File: src/rtl/sdx_pkg.sv
package sdx_pkg;
  typedef enum logic [1:0] {
    MODE_ONES = 2'b00,
    MODE_W32  = 2'b01,
    MODE_W16  = 2'b10,
    MODE_RSVD = 2'b11
  } sdx_mode_e;
endpackage

File: src/rtl/sdx_front.sv
// Input conditioning: optional complement and slip falling-edge detection.
module sdx_front (
  input  logic clk,
  input  logic rst,
  input  logic ser_in,
  input  logic inv_n,
  input  logic slip_n,
  output logic bit_val,
  output logic bit_take
);
  logic slip_q;

  always_ff @(posedge clk) begin
    if (rst) slip_q <= 1'b1;
    else     slip_q <= slip_n;
  end

  // A falling request suppresses acceptance of the current bit only.
  assign bit_val  = ser_in ^ ~inv_n;
  assign bit_take = ~(slip_q & ~slip_n);
endmodule

File: src/rtl/sdx_assemble.sv
// Bit counter and shift register that build a word from accepted bits.
module sdx_assemble #(
  parameter int WORD_W = 32
) (
  input  logic              clk,
  input  logic              rst,
  input  logic              bit_val,
  input  logic              bit_take,
  input  logic              half_mode,
  output logic              word_done,
  output logic [WORD_W-1:0] word_bits
);
  localparam int CNT_W  = $clog2(WORD_W);
  localparam int HALF_W = WORD_W / 2;

  logic [CNT_W-1:0]  cnt;
  logic [CNT_W-1:0]  last_idx;
  logic [WORD_W-2:0] sh;
  logic [WORD_W-1:0] full;

  assign last_idx  = half_mode ? CNT_W'(HALF_W - 1) : CNT_W'(WORD_W - 1);
  assign word_done = bit_take & (cnt == last_idx);
  assign full      = {sh, bit_val};
  assign word_bits = half_mode ? {full[HALF_W-1:0], {HALF_W{1'b0}}} : full;

  always_ff @(posedge clk) begin
    if (rst) begin
      cnt <= '0;
      sh  <= '0;
    end else if (bit_take) begin
      sh  <= full[WORD_W-2:0];
      cnt <= word_done ? '0 : cnt + 1'b1;
    end
  end
endmodule

File: src/rtl/sdx_outreg.sv
// Output word register with per-byte parity generation.
module sdx_outreg #(
  parameter int WORD_W = 32,
  parameter int BYTE_W = 8
) (
  input  logic                     clk,
  input  logic                     rst,
  input  logic                     load,
  input  logic [WORD_W-1:0]        word_bits,
  input  logic                     ones_mode,
  input  logic                     half_mode,
  input  logic                     odd_n,
  output logic [WORD_W-1:0]        word_q,
  output logic [WORD_W/BYTE_W-1:0] par_q,
  output logic                     stb_q
);
  localparam int NBYTE      = WORD_W / BYTE_W;
  localparam int HALF_BYTES = NBYTE / 2;

  logic [WORD_W-1:0] word_src;
  logic [NBYTE-1:0]  par_src;

  assign word_src = ones_mode ? {WORD_W{1'b1}} : word_bits;

  for (genvar g = 0; g < NBYTE; g++) begin : g_par
    if (g < HALF_BYTES) begin : g_low
      assign par_src[g] = half_mode ? 1'b0
                        : ((^word_src[g*BYTE_W +: BYTE_W]) ^ ~odd_n);
    end else begin : g_high
      assign par_src[g] = (^word_src[g*BYTE_W +: BYTE_W]) ^ ~odd_n;
    end
  end

  always_ff @(posedge clk) begin
    if (rst) begin
      word_q <= '0;
      par_q  <= '0;
      stb_q  <= 1'b0;
    end else begin
      stb_q <= load;
      if (load) begin
        word_q <= word_src;
        par_q  <= par_src;
      end
    end
  end
endmodule

File: src/rtl/serial_word_demux.sv
module serial_word_demux #(
  parameter int WORD_W = 32,
  parameter int BYTE_W = 8
) (
  input  logic                     clk,
  input  logic                     rst,
  input  logic                     ser_in,
  input  logic                     slip_n,
  input  logic                     inv_n,
  input  logic                     par_odd_n,
  input  logic [1:0]               mode,
  output logic [WORD_W-1:0]        word_out,
  output logic [WORD_W/BYTE_W-1:0] par_out,
  output logic                     word_stb
);
  import sdx_pkg::*;

  sdx_mode_e         mode_e;
  logic              half_mode;
  logic              ones_mode;
  logic              bit_val;
  logic              bit_take;
  logic              word_done;
  logic [WORD_W-1:0] word_bits;

  assign mode_e    = sdx_mode_e'(mode);
  assign half_mode = (mode_e == MODE_W16);
  assign ones_mode = (mode_e == MODE_ONES);

  sdx_front u_front (
    .clk     (clk),
    .rst     (rst),
    .ser_in  (ser_in),
    .inv_n   (inv_n),
    .slip_n  (slip_n),
    .bit_val (bit_val),
    .bit_take(bit_take)
  );

  sdx_assemble #(.WORD_W(WORD_W)) u_asm (
    .clk      (clk),
    .rst      (rst),
    .bit_val  (bit_val),
    .bit_take (bit_take),
    .half_mode(half_mode),
    .word_done(word_done),
    .word_bits(word_bits)
  );

  sdx_outreg #(.WORD_W(WORD_W), .BYTE_W(BYTE_W)) u_out (
    .clk      (clk),
    .rst      (rst),
    .load     (word_done),
    .word_bits(word_bits),
    .ones_mode(ones_mode),
    .half_mode(half_mode),
    .odd_n    (par_odd_n),
    .word_q   (word_out),
    .par_q    (par_out),
    .stb_q    (word_stb)
  );
endmodule

File: config.mk
export PLATFORM = sky130hd
export DESIGN_NAME = serial_word_demux
export DESIGN_NICKNAME = d
export VERILOG_FILES = /design/src/rtl/sdx_pkg.sv /design/src/rtl/sdx_front.sv /design/src/rtl/sdx_assemble.sv /design/src/rtl/sdx_outreg.sv /design/src/rtl/serial_word_demux.sv
export SDC_FILE = /design/constraint.sdc
export NUM_CORES = 1
export LEC_CHECK = 0
export ABC_AREA = 1
export BUFFER_PORTS_ARGS = -buffer_cell sky130_fd_sc_hd__buf_2
export CORE_MARGIN = 2
export CORE_UTILIZATION = 25
export CTS_CLUSTER_DIAMETER = 120
export DETAILED_ROUTE_END_ITERATION = 10
export GPL_TIMING_DRIVEN = 0
export SYNTH_ARGS = -nofsm -noshare
export SYNTH_HDL_FRONTEND = slang
export SYNTH_SLANG_ARGS = --single-unit
File: constraint.sdc
create_clock -name clk -period 1.8 [get_ports clk]
set_input_delay 0.09 -clock clk [delete_from_list [all_inputs] [get_ports clk]]
set_output_delay 0.09 -clock clk [all_outputs]
set_load 0.02 [all_outputs]
Yosys cells after proc, flatten, opt, wreduce, memory -nomap -nowiden. Cells that the tools add are included.

Input bits: 8. Flip-flop bits (word level): 74. Word-level logic and storage cells: 31. Output and inout port bits: 37.

Mux-type cells: 6. Equality and inequality tests: 2. Reductions and logical operators: 5. $add $sub $neg: 1. Bitwise operators: 11.

Operators with widths (count): $mux 32 (2); $reduce_xor 8->1 (4); $mux 5 (2); $add 5x1->5 const B (1); $eq 5x5->1 (1); $xor 1x1->1 (5); $not 1->1 (4); $and 1x1->1 (2); $eq 2x2->1 const B (1); $logic_not 2->1 (1); $mux 1 (2).

Longest topological paths before layout.
Word-level depth: 7. Mapped depth: 14. Gate-level depth less buffers: 13.

By module. From an unflattened synthesis, not the netlist that was laid out.

Cell total of the unflattened synthesis: 510. Area, all modules: 3525.9 sq um.

Modules (own cells, without submodules): sdx_outreg (area an instance 1883.1 sq um, times used 1, seq. area each 740.7 sq um, cells an instance 273); sdx_assemble (area an instance 1576.5 sq um, times used 1, seq. area each 720.7 sq um, cells an instance 225); sdx_front (area an instance 52.6 sq um, times used 1, seq. area each 20.0 sq um, cells an instance 9); serial_word_demux (area an instance 13.8 sq um, times used 1, seq. area each 0.0 sq um, cells an instance 3).

Least setup slack after synthesis. OpenSTA, ideal clock, no wires.

Kind: register to register. From: register u_asm.cnt[0]. To: register u_out.word_q[25]. Required time: 1677 ps. Stages on the path, launching flop included: 9. Path buffers: 2. Period minus slack after synthesis: 1373 ps. Data arrival time: 1250 ps. Path slack: 427 ps. Setup time: 123 ps. Cell sequence: dfxtp_1 > ha_1 > nand4_2 > a21oi_4 > nor2_2 > buf_6 > buf_6 > nand2_1 > o21ai_0.

Word-level cells in the longest chain between the ends: 2.

RTL lines: start: declaration (line sdx_assemble.sv:16) `logic [CNT_W-1:0] cnt;`; start signal: assignment (line sdx_assemble.sv:32) `cnt <= word_done ? '0 : cnt + 1'b1;`; $eq 5x5->1 (line sdx_assemble.sv:22) `assign word_done = bit_take & (cnt == last_idx);`; $and 1x1->1 (line sdx_assemble.sv:22); end signal: assignment (line sdx_outreg.sv:42) `word_q <= word_src;`; end: declaration (line sdx_outreg.sv:13) `output logic [WORD_W-1:0] word_q,`.

No other way between the ends. A chain may end at the register's enable or synchronous reset.

Worst setup path in the final report.
From: input slip_n. To: register u_asm.cnt[0].

Word-level cells in the longest chain between the ends: 5.

RTL lines: start: declaration (line serial_word_demux.sv:8) `input logic slip_n,`; $not 1->1 * (line sdx_front.sv:20) `assign bit_take = ~(slip_q & ~slip_n);`; $and 1x1->1 * (line sdx_front.sv:20); $not 1->1 (line sdx_front.sv:20); $and 1x1->1 (line sdx_assemble.sv:22); $mux 5 (line sdx_assemble.sv:32).

Every way passes the cells marked *; elsewhere a longest branch is shown, timed or not.

==> impl_metrics.tcl <==
set metrics [dict create \
    timing.max_cap.violations 0 \
    place.detailed.hpwl_um 6960 \
    die_w_um 121 \
    vias_per_cell 4.54 \
    hold-path-cell-count 4 \
    leading_post_synthesis_cells_by_cell_area "dfxtp_1 43%, nand2_1 16%, o21ai_0 9.3%, inv_1 4.9%, nand3_1 4.7%" \
    static-leakage-power_nw 1.93 \
    timing.critical_path.depth 8 \
    finish.cell_count_without_fillers 706 \
    clock_insertion_delay_worst_skew_ps 340 \
    place.port_buffers 42 \
    design.final.nets 536 \
    timing.clock.skew_ps 11.1 \
    maxClockFrequency_mhz 614 \
    grt_pass1_wl_um 15300 \
    synth_area_sq_um 3430 \
    drt_iter0_markers 205 \
    worst_path_max_delay_cell "dlygate4sd3_1" \
    floorplan.die.height_um 121 \
    grt_pass1_vias 3087 \
    num_vias 3202 \
    holdWs_ps 132 \
    setup.worst_path.start_class "input pin" \
    post_drt_wl_per_cell_um 13.2 \
    timing.critical_path.cells "dlygate4sd3_1, buf_2, inv_1, nand2_1, clkinv_1, clkbuf_2, nand3_1, o31ai_1" \
    grt_overflow_total 0 \
    cts_buffers 9 \
    finalSetupTns_ps 0 \
    n_fill_cell 1437 \
    regArea_sq_um 1480 \
    antenna_left 0 \
    netlist.top_cell.by_area "dfxtp_1" \
    wirelength_um 9350 \
    synth_nets 481 \
    worst-endpoint-arrival_ps 1850 \
    critical_path.reg2reg.startpoint "u_asm.cnt[0]" \
    synthMostInstantiatedCell "nand2_1" \
    path_buf_inv 5 \
    timing.critical_path.from "slip_n" \
    crit_family "buffers and inverters" \
    multi_input_comb_area_sq_um 1600 \
    yosys_register_bits 74 \
    fin_crit_sh_pct 90.5 \
    rows 42 \
    setup-violations-final 0 \
    synthesis.yosys.warnings 0 \
    place.gp.congestion 0.820 \
    yosys_most_used_dff "dfxtp_1" \
    ys_types 32 \
    synth_enable_flop_cells 0 \
    r2r.worst_path.cells 8 \
    outcome "finished clean" \
    cts-root-buf "clkbuf_16" \
    fp.coreArea_sq_um 13300 \
    num_io_pins 45 \
    worstSetupPathType "input pin to flip-flop" \
    drive_gt1_share_pct 17.9 \
    antenna_found_initial 0 \
    worst_hold_path_type "input pin to flip-flop" \
    r2r_slack_ps 240 \
    rsz0062_at_grt "no" \
    cell_count_after_synthesis 472 \
    seq_area_frac_synth_pct 43.2 \
    worstSetupEndpoint "u_asm.cnt[0]" \
    final_util_pct 31.1 \
    dp_cell_count 690 \
    synth_largest_type_area_fraction_pct 43.2 \
    maximum_number_of_pins_on_one_net_before_global_route_repair 12 \
    die-area_sq_um 14700 \
    worst-endpoint-required_ps 2020 \
    initial_standard_cell_utilization_of_the_core_pct 25.8 \
    r2r_end "u_out.word_q[25]" \
    detail_route.first_pass.iterations 5 \
    netlist_top_cells_count "142 x nand2_1, 74 x dfxtp_1, 64 x o21ai_0" \
    grt_util_all_layers_pct 13.7 \
    cts_buffer_depth 2 \
    power_per_cell_area_nw_per_um2 932 \
    clock_input_transition_at_the_sequential_cells_of_the_worst_setup_and_hold_paths_ps 50 \
    timing.critical_path.to_type "flip-flop" \
    hold_violations 0 \
    syn-mean-instance-area_sq_um 7.26 \
    timing_worst_slew_pin_value_ps 450 \
    peakVddDrop_uv 471 \
    timing.max_slew.rel_slack_pct 69.8 \
    antennaDiodeCount 0 \
    cts_htree_levels 3 \
    synth_async_sr_flop_share_pct 0 \
    timing.final.max_slew_violations 0 \
    slowest_delay_ps 510 \
    period_minus_slack_ps 1630 \
    drc 0 \
    tritoncts "built" \
    cts.sinks 74 \
    critical_path_peak_fanout 10 \
    area_growth_syn_to_layout_pct 20.7 \
]
## cell usage in the layout, fill, tap and decap left out, drive strengths merged
cell / synthesis / routed
buf: 11 / 53
ha: 1 / 1
a21oi: 28 / 28
nor3: 1 / 1
or2: 4 / 4
clkinv: 1 / 4
nand3: 32 / 32
nor2: 17 / 17
o22ai: 3 / 3
nand2: 146 / 146
o21ai: 84 / 84
clkbuf: 12 / 23
nand4: 3 / 3
inv: 47 / 47
o31ai: 1 / 1
dlygate4sd3: 0 / 2
xnor2: 3 / 3
xor2: 4 / 4
dfxtp: 74 / 74
## worst min path at each step
stage / start / end / slack (ps)
final: ser_in / u_asm.sh[0] / 130
after global routing: par_odd_n / u_out.par_q[1] / 190
after CTS: ser_in / u_asm.sh[0] / 140
after detailed placement: slip_n / u_front.slip_q / 310
after global placement: slip_n / u_front.slip_q / 300
after floorplan: rst / u_asm.cnt[2] / 160
## sequential cells by signal (all words and copies together) (netlist names)
name and count:
u_out.word_q 32, u_asm.sh 31, u_out.stb_q 1, u_out.par_q 4, u_front.slip_q 1, u_asm.cnt 5
## report_power, final
| part | internal (mW) | switching [mW] | leakage [nW] |
|---|---|---|---|
| Clock | 0.915 | 0.676 | 0.125 |
| Sequential | 1.70 | 0.0513 | 0.603 |
| Combinational | 0.176 | 0.340 | 1.20 |
## metal layers
layer / vias up / share of wire [%] / GRT usage [%]
met5: - / 0 / 0
met1: 1458 / 42 / 15.8
li1: 1640 / - / -
met4: 0 / 2.9 / 6.54
met2: 85 / 51 / 23.6
met3: 19 / 4.5 / 3.34
## kinds of logic (layout without fill, tap and decap cells)
kind of cell / after synthesis / count (layout) / synth area share [%]
and+or+nand+nor: 203 / 203 / 25.2
AOI/OAI and AO/OA: 116 / 116 / 19.1
xor gates and xnor gates: 7 / 7 / 1.79
DFF: 74 / 74 / 43.2
adders and majority gates: 1 / 1 / 0.365
buffers and inverters: 71 / 129 / 10.3
## worst register-to-register path, delay by kind of cell, from the launching register on
| family | cells | cell delay (ps) |
|---|---|---|
| flops | 1 | 370 |
| buf+inv | 2 | 300 |
| simple gates | 3 | 290 |
| compound gates | 2 | 270 |
| fa+ha+maj | 1 | 200 |
## layout make-up
| class | count | area share (%) |
|---|---|---|
| clock buffers | 11 | 5.63 |
| well taps | 176 | 5.32 |
| multi-input cells | 327 | 38.6 |
| clock inverters | 3 | 0.454 |
| inverters | 48 | 4.54 |
| plain buffers | 23 | 4.05 |
| repair buffers | 44 | 5.57 |
| flip-flops and latches | 74 | 35.8 |
## stage by stage
stage	setup slack (ps)	power (mW)	cell area [sq um]
final	171	3.86	4140
after floorplan	427	2.16	3430
after global placement	139	2.27	3860
after global routing	20.8	4.04	4140
after detailed placement	81.0	2.29	3860
after CTS	32.1	3.87	4130
## timing repair
item,CTS,global route
hold buffers,2,0
setup endpoints to repair,0,36
setup buffers,0,0
resized for setup,0,7
hold endpoints to repair,2,0
Power figures use the tool's default switching activity.
